==> config.mk <==
export PLATFORM = sky130hd
export DESIGN_NAME = wp_arbiter
export DESIGN_NICKNAME = d
export VERILOG_FILES = /design/src/rtl/wp_arb_pkg.sv /design/src/rtl/wp_prot_eval.sv /design/src/rtl/wp_pin_latch.sv /design/src/rtl/wp_req_fsm.sv /design/src/rtl/wp_arbiter.sv
export SDC_FILE = /design/constraint.sdc
export NUM_CORES = 1
export LEC_CHECK = 0
export BUFFER_PORTS_ARGS = -buffer_cell sky130_fd_sc_hd__clkbuf_2
export CORE_AREA = 2 2 39 41
export CTS_CLUSTER_SIZE = 12
export DETAILED_ROUTE_END_ITERATION = 10
export DIE_AREA = 0 0 41 43
export PLACE_DENSITY_LB_ADDON = 0.12
export SLEW_MARGIN = 20
export SYNTH_ARGS = -nofsm -noshare
export SYNTH_HDL_FRONTEND = slang
export SYNTH_SLANG_ARGS = --single-unit
==> constraint.sdc <==
create_clock -name clk -period 2.7 [get_ports clk]
set_clock_uncertainty 0.1 [all_clocks]
set_input_delay 0.135 -clock clk [delete_from_list [all_inputs] [get_ports clk]]
set_output_delay 0.135 -clock clk [all_outputs]
set_load 0.01 [all_outputs]
==> src/rtl/wp_arb_pkg.sv <==
package wp_arb_pkg;
  typedef enum logic [0:0] {
    ST_IDLE = 1'b0,
    ST_BUSY = 1'b1
  } wp_state_e;

  typedef struct packed {
    logic top_n;
    logic rest_n;
  } pin_pair_t;
endpackage

==> src/rtl/wp_prot_eval.sv <==
module wp_prot_eval #(
  parameter int unsigned NUM_BLOCKS = 8,
  localparam int unsigned IDX_W = $clog2(NUM_BLOCKS)
) (
  input  logic [NUM_BLOCKS-1:0] lock_bits,
  input  logic                  top_n,
  input  logic                  rest_n,
  input  logic [IDX_W-1:0]      blk_idx,
  output logic [NUM_BLOCKS-1:0] prot_vec,
  output logic                  blk_prot
);
  localparam int unsigned TOP_BLK = NUM_BLOCKS - 1;

  // Each block ORs its own lock bit with the pin that covers it.
  for (genvar gi = 0; gi < NUM_BLOCKS; gi++) begin : g_blk
    if (gi == TOP_BLK) begin : g_top
      assign prot_vec[gi] = lock_bits[gi] | ~top_n;
    end else begin : g_rest
      assign prot_vec[gi] = lock_bits[gi] | ~rest_n;
    end
  end

  // An index beyond the array is treated as protected.
  always_comb begin
    if (int'(blk_idx) < NUM_BLOCKS) blk_prot = prot_vec[blk_idx];
    else                            blk_prot = 1'b1;
  end
endmodule

==> src/rtl/wp_pin_latch.sv <==
module wp_pin_latch
  import wp_arb_pkg::*;
(
  input  logic      clk,
  input  logic      rst_n,
  input  logic      cap_en,
  input  pin_pair_t pins_in,
  input  logic      busy,
  output pin_pair_t pins_q
);
  pin_pair_t pins_d;

  always_comb begin
    pins_d = pins_q;
    if (cap_en) pins_d = pins_in;
  end

  always_ff @(posedge clk or negedge rst_n) begin
    if (!rst_n) pins_q <= '0;
    else        pins_q <= pins_d;
  end

  // frozen while an operation runs
  assert_snap_hold_R9: assert property (@(posedge clk) disable iff (!rst_n)
    busy |=> $stable(pins_q));
endmodule

==> src/rtl/wp_req_fsm.sv <==
module wp_req_fsm
  import wp_arb_pkg::*;
(
  input  logic clk,
  input  logic rst_n,
  input  logic req_vld,
  input  logic blk_prot,
  input  logic op_done,
  output logic cap_en,
  output logic grant,
  output logic deny,
  output logic busy
);
  wp_state_e state_q, state_d;
  logic      grant_d, deny_d;

  assign cap_en = (state_q == ST_IDLE) && req_vld;

  always_comb begin
    state_d = state_q;
    grant_d = 1'b0;
    deny_d  = 1'b0;
    unique case (state_q)
      ST_IDLE: begin
        if (req_vld) begin
          if (blk_prot) deny_d = 1'b1;
          else begin
            grant_d = 1'b1;
            state_d = ST_BUSY;
          end
        end
      end
      ST_BUSY: begin
        if (op_done) state_d = ST_IDLE;
      end
      default: state_d = ST_IDLE;
    endcase
  end

  always_ff @(posedge clk or negedge rst_n) begin
    if (!rst_n) begin
      state_q <= ST_IDLE;
      grant   <= 1'b0;
      deny    <= 1'b0;
    end else begin
      state_q <= state_d;
      grant   <= grant_d;
      deny    <= deny_d;
    end
  end

  assign busy = (state_q == ST_BUSY);

  assert_excl_R11: assert property (@(posedge clk) disable iff (!rst_n)
    !(grant && deny));
  assert_grant_pulse_R7: assert property (@(posedge clk) disable iff (!rst_n)
    grant |=> !grant);
  assert_grant_busy_R7: assert property (@(posedge clk) disable iff (!rst_n)
    grant |-> busy);
  assert_deny_pulse_R8: assert property (@(posedge clk) disable iff (!rst_n)
    deny |=> !deny);
  assert_deny_idle_R8: assert property (@(posedge clk) disable iff (!rst_n)
    deny |-> !busy);
  assert_busy_quiet_R10: assert property (@(posedge clk) disable iff (!rst_n)
    busy |=> !(grant || deny));
endmodule

==> src/rtl/wp_arbiter.sv <==
module wp_arbiter
  import wp_arb_pkg::*;
#(
  parameter int unsigned NUM_BLOCKS = 8,
  localparam int unsigned IDX_W = $clog2(NUM_BLOCKS)
) (
  input  logic                  clk,
  input  logic                  rst_n,
  input  logic                  req_vld,
  input  logic [IDX_W-1:0]      req_blk,
  input  logic [NUM_BLOCKS-1:0] lock_bits,
  input  logic                  top_lock_n,
  input  logic                  wr_prot_n,
  input  logic                  op_done,
  input  logic [IDX_W-1:0]      rd_idx,
  output logic                  rd_lock,
  output logic                  grant,
  output logic                  deny,
  output logic                  busy,
  output logic [1:0]            pin_snap
);
  localparam int unsigned TOP_BLK = NUM_BLOCKS - 1;

  pin_pair_t               pins_live, pins_held;
  logic [NUM_BLOCKS-1:0]   prot_vec;
  logic                    blk_prot, cap_en;

  assign pins_live.top_n  = top_lock_n;
  assign pins_live.rest_n = wr_prot_n;

  wp_prot_eval #(.NUM_BLOCKS(NUM_BLOCKS)) eval_i (
    .lock_bits (lock_bits),
    .top_n     (pins_live.top_n),
    .rest_n    (pins_live.rest_n),
    .blk_idx   (req_blk),
    .prot_vec  (prot_vec),
    .blk_prot  (blk_prot)
  );

  wp_req_fsm fsm_i (
    .clk      (clk),
    .rst_n    (rst_n),
    .req_vld  (req_vld),
    .blk_prot (blk_prot),
    .op_done  (op_done),
    .cap_en   (cap_en),
    .grant    (grant),
    .deny     (deny),
    .busy     (busy)
  );

  wp_pin_latch latch_i (
    .clk     (clk),
    .rst_n   (rst_n),
    .cap_en  (cap_en),
    .pins_in (pins_live),
    .busy    (busy),
    .pins_q  (pins_held)
  );

  assign pin_snap = {pins_held.top_n, pins_held.rest_n};

  // Software view only: pin contribution is never folded in.
  always_comb begin
    if (int'(rd_idx) < NUM_BLOCKS) rd_lock = lock_bits[rd_idx];
    else                           rd_lock = 1'b0;
  end

  assert_top_pin_R2: assert property (@(posedge clk) disable iff (!rst_n)
    (req_vld && !busy && int'(req_blk) == TOP_BLK && !top_lock_n) |=> deny);
  assert_rest_pin_R3: assert property (@(posedge clk) disable iff (!rst_n)
    (req_vld && !busy && int'(req_blk) != TOP_BLK && !wr_prot_n) |=> deny);
  assert_snap_capture_R9: assert property (@(posedge clk) disable iff (!rst_n)
    (req_vld && !busy) |=> (pin_snap == $past({top_lock_n, wr_prot_n})));
endmodule

==> flow_summary.ini, run 1 <==
[place]
postPlaceCellArea_um2 = 469
dp_hpwl_um = 664
post-place-ws_ns = 1.31
portBuffers = 25
gp_congestion = 0.680
place_inst = 66

[clocking]
cts-root-buf = clkbuf_4
cts_inserted_buffers = 3
postCtsSetupBuffers = 0
cts_tree = done
ctsHoldBuffers = 2
htreeDepth = 1
cts.clk_slew.worst_paths_ns = 0.04
clock-sinks = 5
clkLatencyLatePin_ns = 0.24
cts_resized = 0
cts_max_path_buffers = 2

[setup_path]
worstPathMaxFanout = 2
rr_endpoint = latch_i.pins_q[0]$_DFFE_PN0P_
reg2reg_slack_ns = 1.55
cp.required_ns = 2.47
critPathKind = input pin to output port
r2r_start = fsm_i.busy$_DFF_PN0_
worstPathArrival_ns = 1.13
startpoint_type = input pin
cp-end-kind = output port
rr_worst_depth = 3

[floorplan]
die_y_um = 43
core_um2 = 1380
io_pins = 26
die_area_um2 = 1760
die_w_um = 41
start_util_pct = 23.4
rows = 14

[synth]
syn_nets = 45
syn_inst = 25
ys_types = 14
syn_area_per_cell_um2 = 13.0
yosysTopAreaCellShare_pct = 38.6
synthTopCellsByArea = dfrtp_1 (39%), mux4_2 (21%), mux2_2 (14%), nor3b_2 (3.9%), o22ai_2 (3.9%)
yosysSeqAreaShare_pct = 38.6
synth_common_cells = dfrtp_1 (5), mux2_2 (4), mux4_2 (3), nand2_1 (3)
synth_top_cell_by_area = dfrtp_1
yosys_warnings = 0
synth-edff-count = 0
synth-seq-cells = 5
synth_ff_type = dfrtp_1
synthesis.area_um2 = 324
async_flop_share_pct = 100
post-synth-top-count-cell = dfrtp_1

[min_path]
hold_start = top_lock_n
holdPathStages = 2
hold_class = input pin to flip-flop
hold_path_end = latch_i.pins_q[1]$_DFFE_PN0P_

[timing]
setup_viol = 0
period_share_pct = 50.5
fin_crit_ns = 1.36
fin_tns_setup_ns = 0
drv_slew = 0
setup_slack_ns = 1.34
hold_violations = 0
worstMarginPinSlew_ns = 0.298
rsz0062_at_grt = false
clock.fmax_mhz = 733
slew_headroom_pct = 80.0

[run_status]
status = completed

[grt]
overflow = 0
track_usage_pct = 10.7
antenna_found_initial = 0
grt_pass1_vias = 302
grt_pass1_wl_um = 1170
grt_max_degree = 6

[layout]
fillers = 155
stdcell_count = 72
area_delta_synth_final_pct = 59.1
final_cell_area_um2 = 515
fin_nets = 77
n_antenna_cell = 0
drive_above_1_share_pct = 69.6

[detailed_routing]
via_count = 324
ant_nets = 0
via_per_inst = 4.50
post-route-drc-count = 0
drtIter0Drc = 0
drtPass1Iterations = 1
avgRoutedWirePerCell_um = 10.5
wl_um = 754

[power_and_ir_drop]
p_leak_nw = 0.253
power.density_nw_per_um2 = 470
vdd_drop_max_mv = 0.352

[flow_run]
drv_cap = 0
[layout make-up]
class                           count  area (µm²)  share of cell area [%]
Inverter                            1        3.75                   0.728
Clock buffer                        4        26.3                    5.10
Timing Repair Buffer               27         145                    28.2
Tap cell                           16        20.0                    3.88
Multi-Input combinational cell     19         195                    37.9
Sequential cell                     5         125                    24.3
[sequential cells by signal, summed over array words and instances, names as in the netlist]
name	cells
fsm_i.grant	1
fsm_i.busy	1
fsm_i.deny	1
latch_i.pins_q	2
[cells in the final DEF, fill, tap and decap left out, types with 2 or more instances in the layout]
cell	n
clkbuf_2	25
clkbuf_4	3
dfrtp_1	5
dlygate4sd3_1	2
mux2_2	4
mux4_2	3
nand2_1	3
[critical path: stages]
cell and delay (ns):
clkbuf_2 0.11, mux4_2 0.49, mux2_2 0.27, clkbuf_2 0.12
[layer usage]
layer / share of wire [%] / vias up / global-route usage, %
li1: - / 161 / -
met3: 12 / 2 / 8.38
met4: 1.9 / 0 / 6.00
met2: 49 / 15 / 14.7
met1: 38 / 146 / 11.2
met5: 0 / - / 0
[cells by family (layout without fill, tap and decap cells)]
| group | after synthesis | in the layout | synth area share (%) |
|---|---|---|---|
| buf+inv | 1 | 32 | 1.16 |
| compound gates | 2 | 2 | 5.40 |
| flops | 5 | 5 | 38.6 |
| mux | 7 | 7 | 34.7 |
| simple gates | 10 | 10 | 20.1 |
[worst max path at each step]
stage               startpoint              endpoint  slack, ns  depth (start not counted)
global route         rd_idx[0]               rd_lock       1.29                          4
floorplan           req_blk[0]  fsm_i.busy$_DFF_PN0_       1.52                          4
finish               rd_idx[0]               rd_lock       1.34                          4
CTS                  rd_idx[0]               rd_lock       1.33                          4
global placement    req_blk[0]  fsm_i.busy$_DFF_PN0_       1.30                          5
detailed placement  req_blk[0]  fsm_i.busy$_DFF_PN0_       1.31                          5
[metrics by stage]
step                      hold WS [ns]  total power [mW]  util, %
final                           0.0651             0.242     37.3
after global routing            0.0614             0.266     37.3
after CTS                       0.0657             0.249     37.3
after detailed placement        -0.140             0.158     33.9
after global placement          -0.139             0.158     33.9
after floorplan                 -0.261             0.124        -
[power by group]
part           switching, mW  internal (mW)  total, mW
clock network         0.0288         0.0557     0.0846
registers            0.00357         0.0846     0.0881
logic                 0.0301         0.0393     0.0694
No activity file was read; power rests on OpenSTA's default activity.
==> inputs of run 2 (changes only) <==
Settings changed: ABC_AREA set to 1.
Clock period 2.7 ns to 1.4 ns, I/O delays scaled along.
==> run 2 against run 1 <==
Compared with the run above:
- sequential power increased by 99%
- global-route usage increased by 0.28 points
- synthesized cell count increased by 130%
- cell count increased by 47%
- count of clock-buffer cells in the layout unchanged
- flip-flop and latch count unchanged
- utilization increased by 3.3 points
- die area unchanged
- routed wire length increased by 18%
- final area increased by 9.0%
- via count increased by 35%
- worst setup slack got worse by 1.0 ns
==> flow_summary.ini, run 2 <==
[grt]
grt_max_degree = 6
overflow = 0
antenna_found_initial = 0
grt_pass1_vias = 395
track_usage_pct = 11.0
grt_pass1_wl_um = 1380

[detailed_routing]
post-route-drc-count = 0
via_per_inst = 4.14
via_count = 439
drtIter0Drc = 4
drtPass1Iterations = 3
wl_um = 893
avgRoutedWirePerCell_um = 8.42
ant_nets = 0

[synth]
synth_ff_type = dfrtp_1
yosys.area_share.xor_xnor_pct = 0
ys_types = 11
synth-seq-cells = 5
yosysTopAreaCellShare_pct = 34.7
syn_area_per_cell_um2 = 6.21
synthSimpleGateAreaFrac_pct = 42.7
synth-adder-area-share_pct = 0
synth_compound_area_share_pct = 11.1
synthMuxAreaShare_pct = 0
async_flop_share_pct = 100
synthesis.area_um2 = 360
post-synth-top-count-cell = nand2_1
synthTopCellsByArea = dfrtp_1 (35%), nand2_1 (17%), inv_1 (10%), nand3_1 (8.3%), nor2_1 (8.3%)
yosysSeqAreaShare_pct = 34.7
syn_inst = 58
yosys_warnings = 0
syn_nets = 78
synth-edff-count = 0
synth_common_cells = nand2_1 (16), inv_1 (10), nor2_1 (8)
synth_top_family_by_area = simple AND/OR/NAND/NOR gates
synth_top_cell_by_area = dfrtp_1

[layout]
drive_above_1_share_pct = 36.7
stdcell_count = 106
fillers = 155
area_delta_synth_final_pct = 55.9
final_common_cell = clkbuf_2
largest_reg_flops = 2
n_antenna_cell = 0
top_register = latch_i.pins_q
fin_nets = 111
final_cell_mix = clkbuf_2 (25), nand2_1 (16), inv_1 (10), nor2_1 (8), nand3_1 (6)

[clocking]
clkLatencyLatePin_ns = 0.24
htreeDepth = 1
cts.clk_slew.worst_paths_ns = 0.04
ctsHoldBuffers = 3
cts_max_path_buffers = 2
cts_tree = done
cts_inserted_buffers = 3
cts_resized = 0
cts-root-buf = clkbuf_4
postCtsSetupBuffers = 0
clock-sinks = 5

[place]
dp_hpwl_um = 760
post-place-ws_ns = 0.435
place_inst = 99
portBuffers = 25
gp_congestion = 0.765

[floorplan]
core_um2 = 1380
die_w_um = 41
rows = 14
io_pins = 26
die_y_um = 43
start_util_pct = 26.0
die_area_um2 = 1760

[power_and_ir_drop]
total_power_uw = 477
vdd_drop_max_mv = 0.202
power.density_nw_per_um2 = 848
p_leak_nw = 0.348

[run_status]
status = completed

[timing]
rsz0062_at_grt = false
setup_slack_ns = 0.302
setup_viol = 0
hold_violations = 0
clock.fmax_mhz = 911
timing.hold.ws_ns = 0.0184
fin_tns_setup_ns = 0
worstMarginPinSlew_ns = 0.165
drv_slew = 0
slew_headroom_pct = 88.9
fin_crit_ns = 1.10
period_share_pct = 78.4

[setup_path]
crit_cells = 8
crit_slowest_cell = dlygate4sd3_1
startpoint_type = input pin
cp-end-kind = flip-flop
critPathBufInv = 2
rr_endpoint = latch_i.pins_q[0]$_DFFE_PN0P_
crit_end = fsm_i.busy$_DFF_PN0_
cp.required_ns = 1.43
crit_start = top_lock_n
path_cells = dlygate4sd3_1, clkbuf_2, nand3_1, nand3_1, nand3_2, nand2_2, nand2_2, nand2_1
rr_worst_depth = 4
slowest_delay_ns = 0.54
worstPathMaxFanout = 2
cpLargestDelayFamily = buffers and inverters
worstPathArrival_ns = 1.13
critPathKind = input pin to flip-flop
reg2reg_slack_ns = 0.42
r2r_start = fsm_i.busy$_DFF_PN0_

[min_path]
hold_class = input pin to flip-flop

[flow_run]
drv_cap = 0
run 2: changes by cell type after synthesis, moves of 2 or more:
cell / delta
nand3_1: +6
inv_1: +9
mux4_2: -3
nand2_1: +13
nor2_1: +7
nand2_2: +2
mux2_2: -4
o21ai_1: +4
o21ai_0: +4
run 2: cell families (layout without fill, tap and decap cells):
logic type	after synthesis	count (layout)
flops	5	5
compound gates	8	8
simple gates	34	34
buf+inv	11	43
run 2: worst min-delay path by stage:
stage / slack, ns / cells past startpoint / start / to
5_1_grt: 0.05 / 4 / req_blk[2] / fsm_i.deny$_DFF_PN0_
3_3_place_gp: -0.21 / 1 / rst_n / latch_i.pins_q[0]$_DFFE_PN0P_
2_1_floorplan: -0.33 / 0 / rst_n / fsm_i.busy$_DFF_PN0_
4_1_cts: 0.01 / 3 / wr_prot_n / latch_i.pins_q[0]$_DFFE_PN0P_
3_5_place_dp: -0.21 / 1 / rst_n / latch_i.pins_q[1]$_DFFE_PN0P_
6_report: 0.02 / 3 / wr_prot_n / latch_i.pins_q[0]$_DFFE_PN0P_
run 2: power breakdown:
part	leakage [nW]	total, mW	switching, mW	internal (mW)
clock network	0.0150	0.163	0.0553	0.108
registers	0.0638	0.175	0.0116	0.163
logic	0.269	0.139	0.0740	0.0650
run 2: layout make-up:
| class | instances | area (µm²) | area share, % |
|---|---|---|---|
| inverters | 11 | 41.3 | 7.35 |
| well taps | 16 | 20.0 | 3.56 |
| multi-input cells | 42 | 194 | 34.5 |
| clock buffers | 4 | 26.3 | 4.68 |
| repair buffers | 28 | 155 | 27.6 |
| flip-flops and latches | 5 | 125 | 22.3 |
run 2: metrics by stage:
step	utilization (%)	cell area, µm²
after global routing	40.6	562
after CTS	40.6	562
after global placement	36.5	505
after floorplan	-	360
after detailed placement	36.5	505
final	40.6	562
run 2: layer usage:
| layer | GRT usage [%] | wire length (µm) | up-vias |
|---|---|---|---|
| li1 | - | - | 244 |
| met4 | 8.00 | 0 | 0 |
| met2 | 18.1 | 475 | 14 |
| met1 | 12.7 | 368 | 181 |
| met5 | 0 | 0 | - |
| met3 | 0 | 49 | 0 |
run 2: worst register-to-register path: stages (launching register included):
cell and delay, ns:
dfrtp_1 0.42, nor2_4 0.15, inv_1 0.09, nand2_1 0.06
o21ai_1 0.05
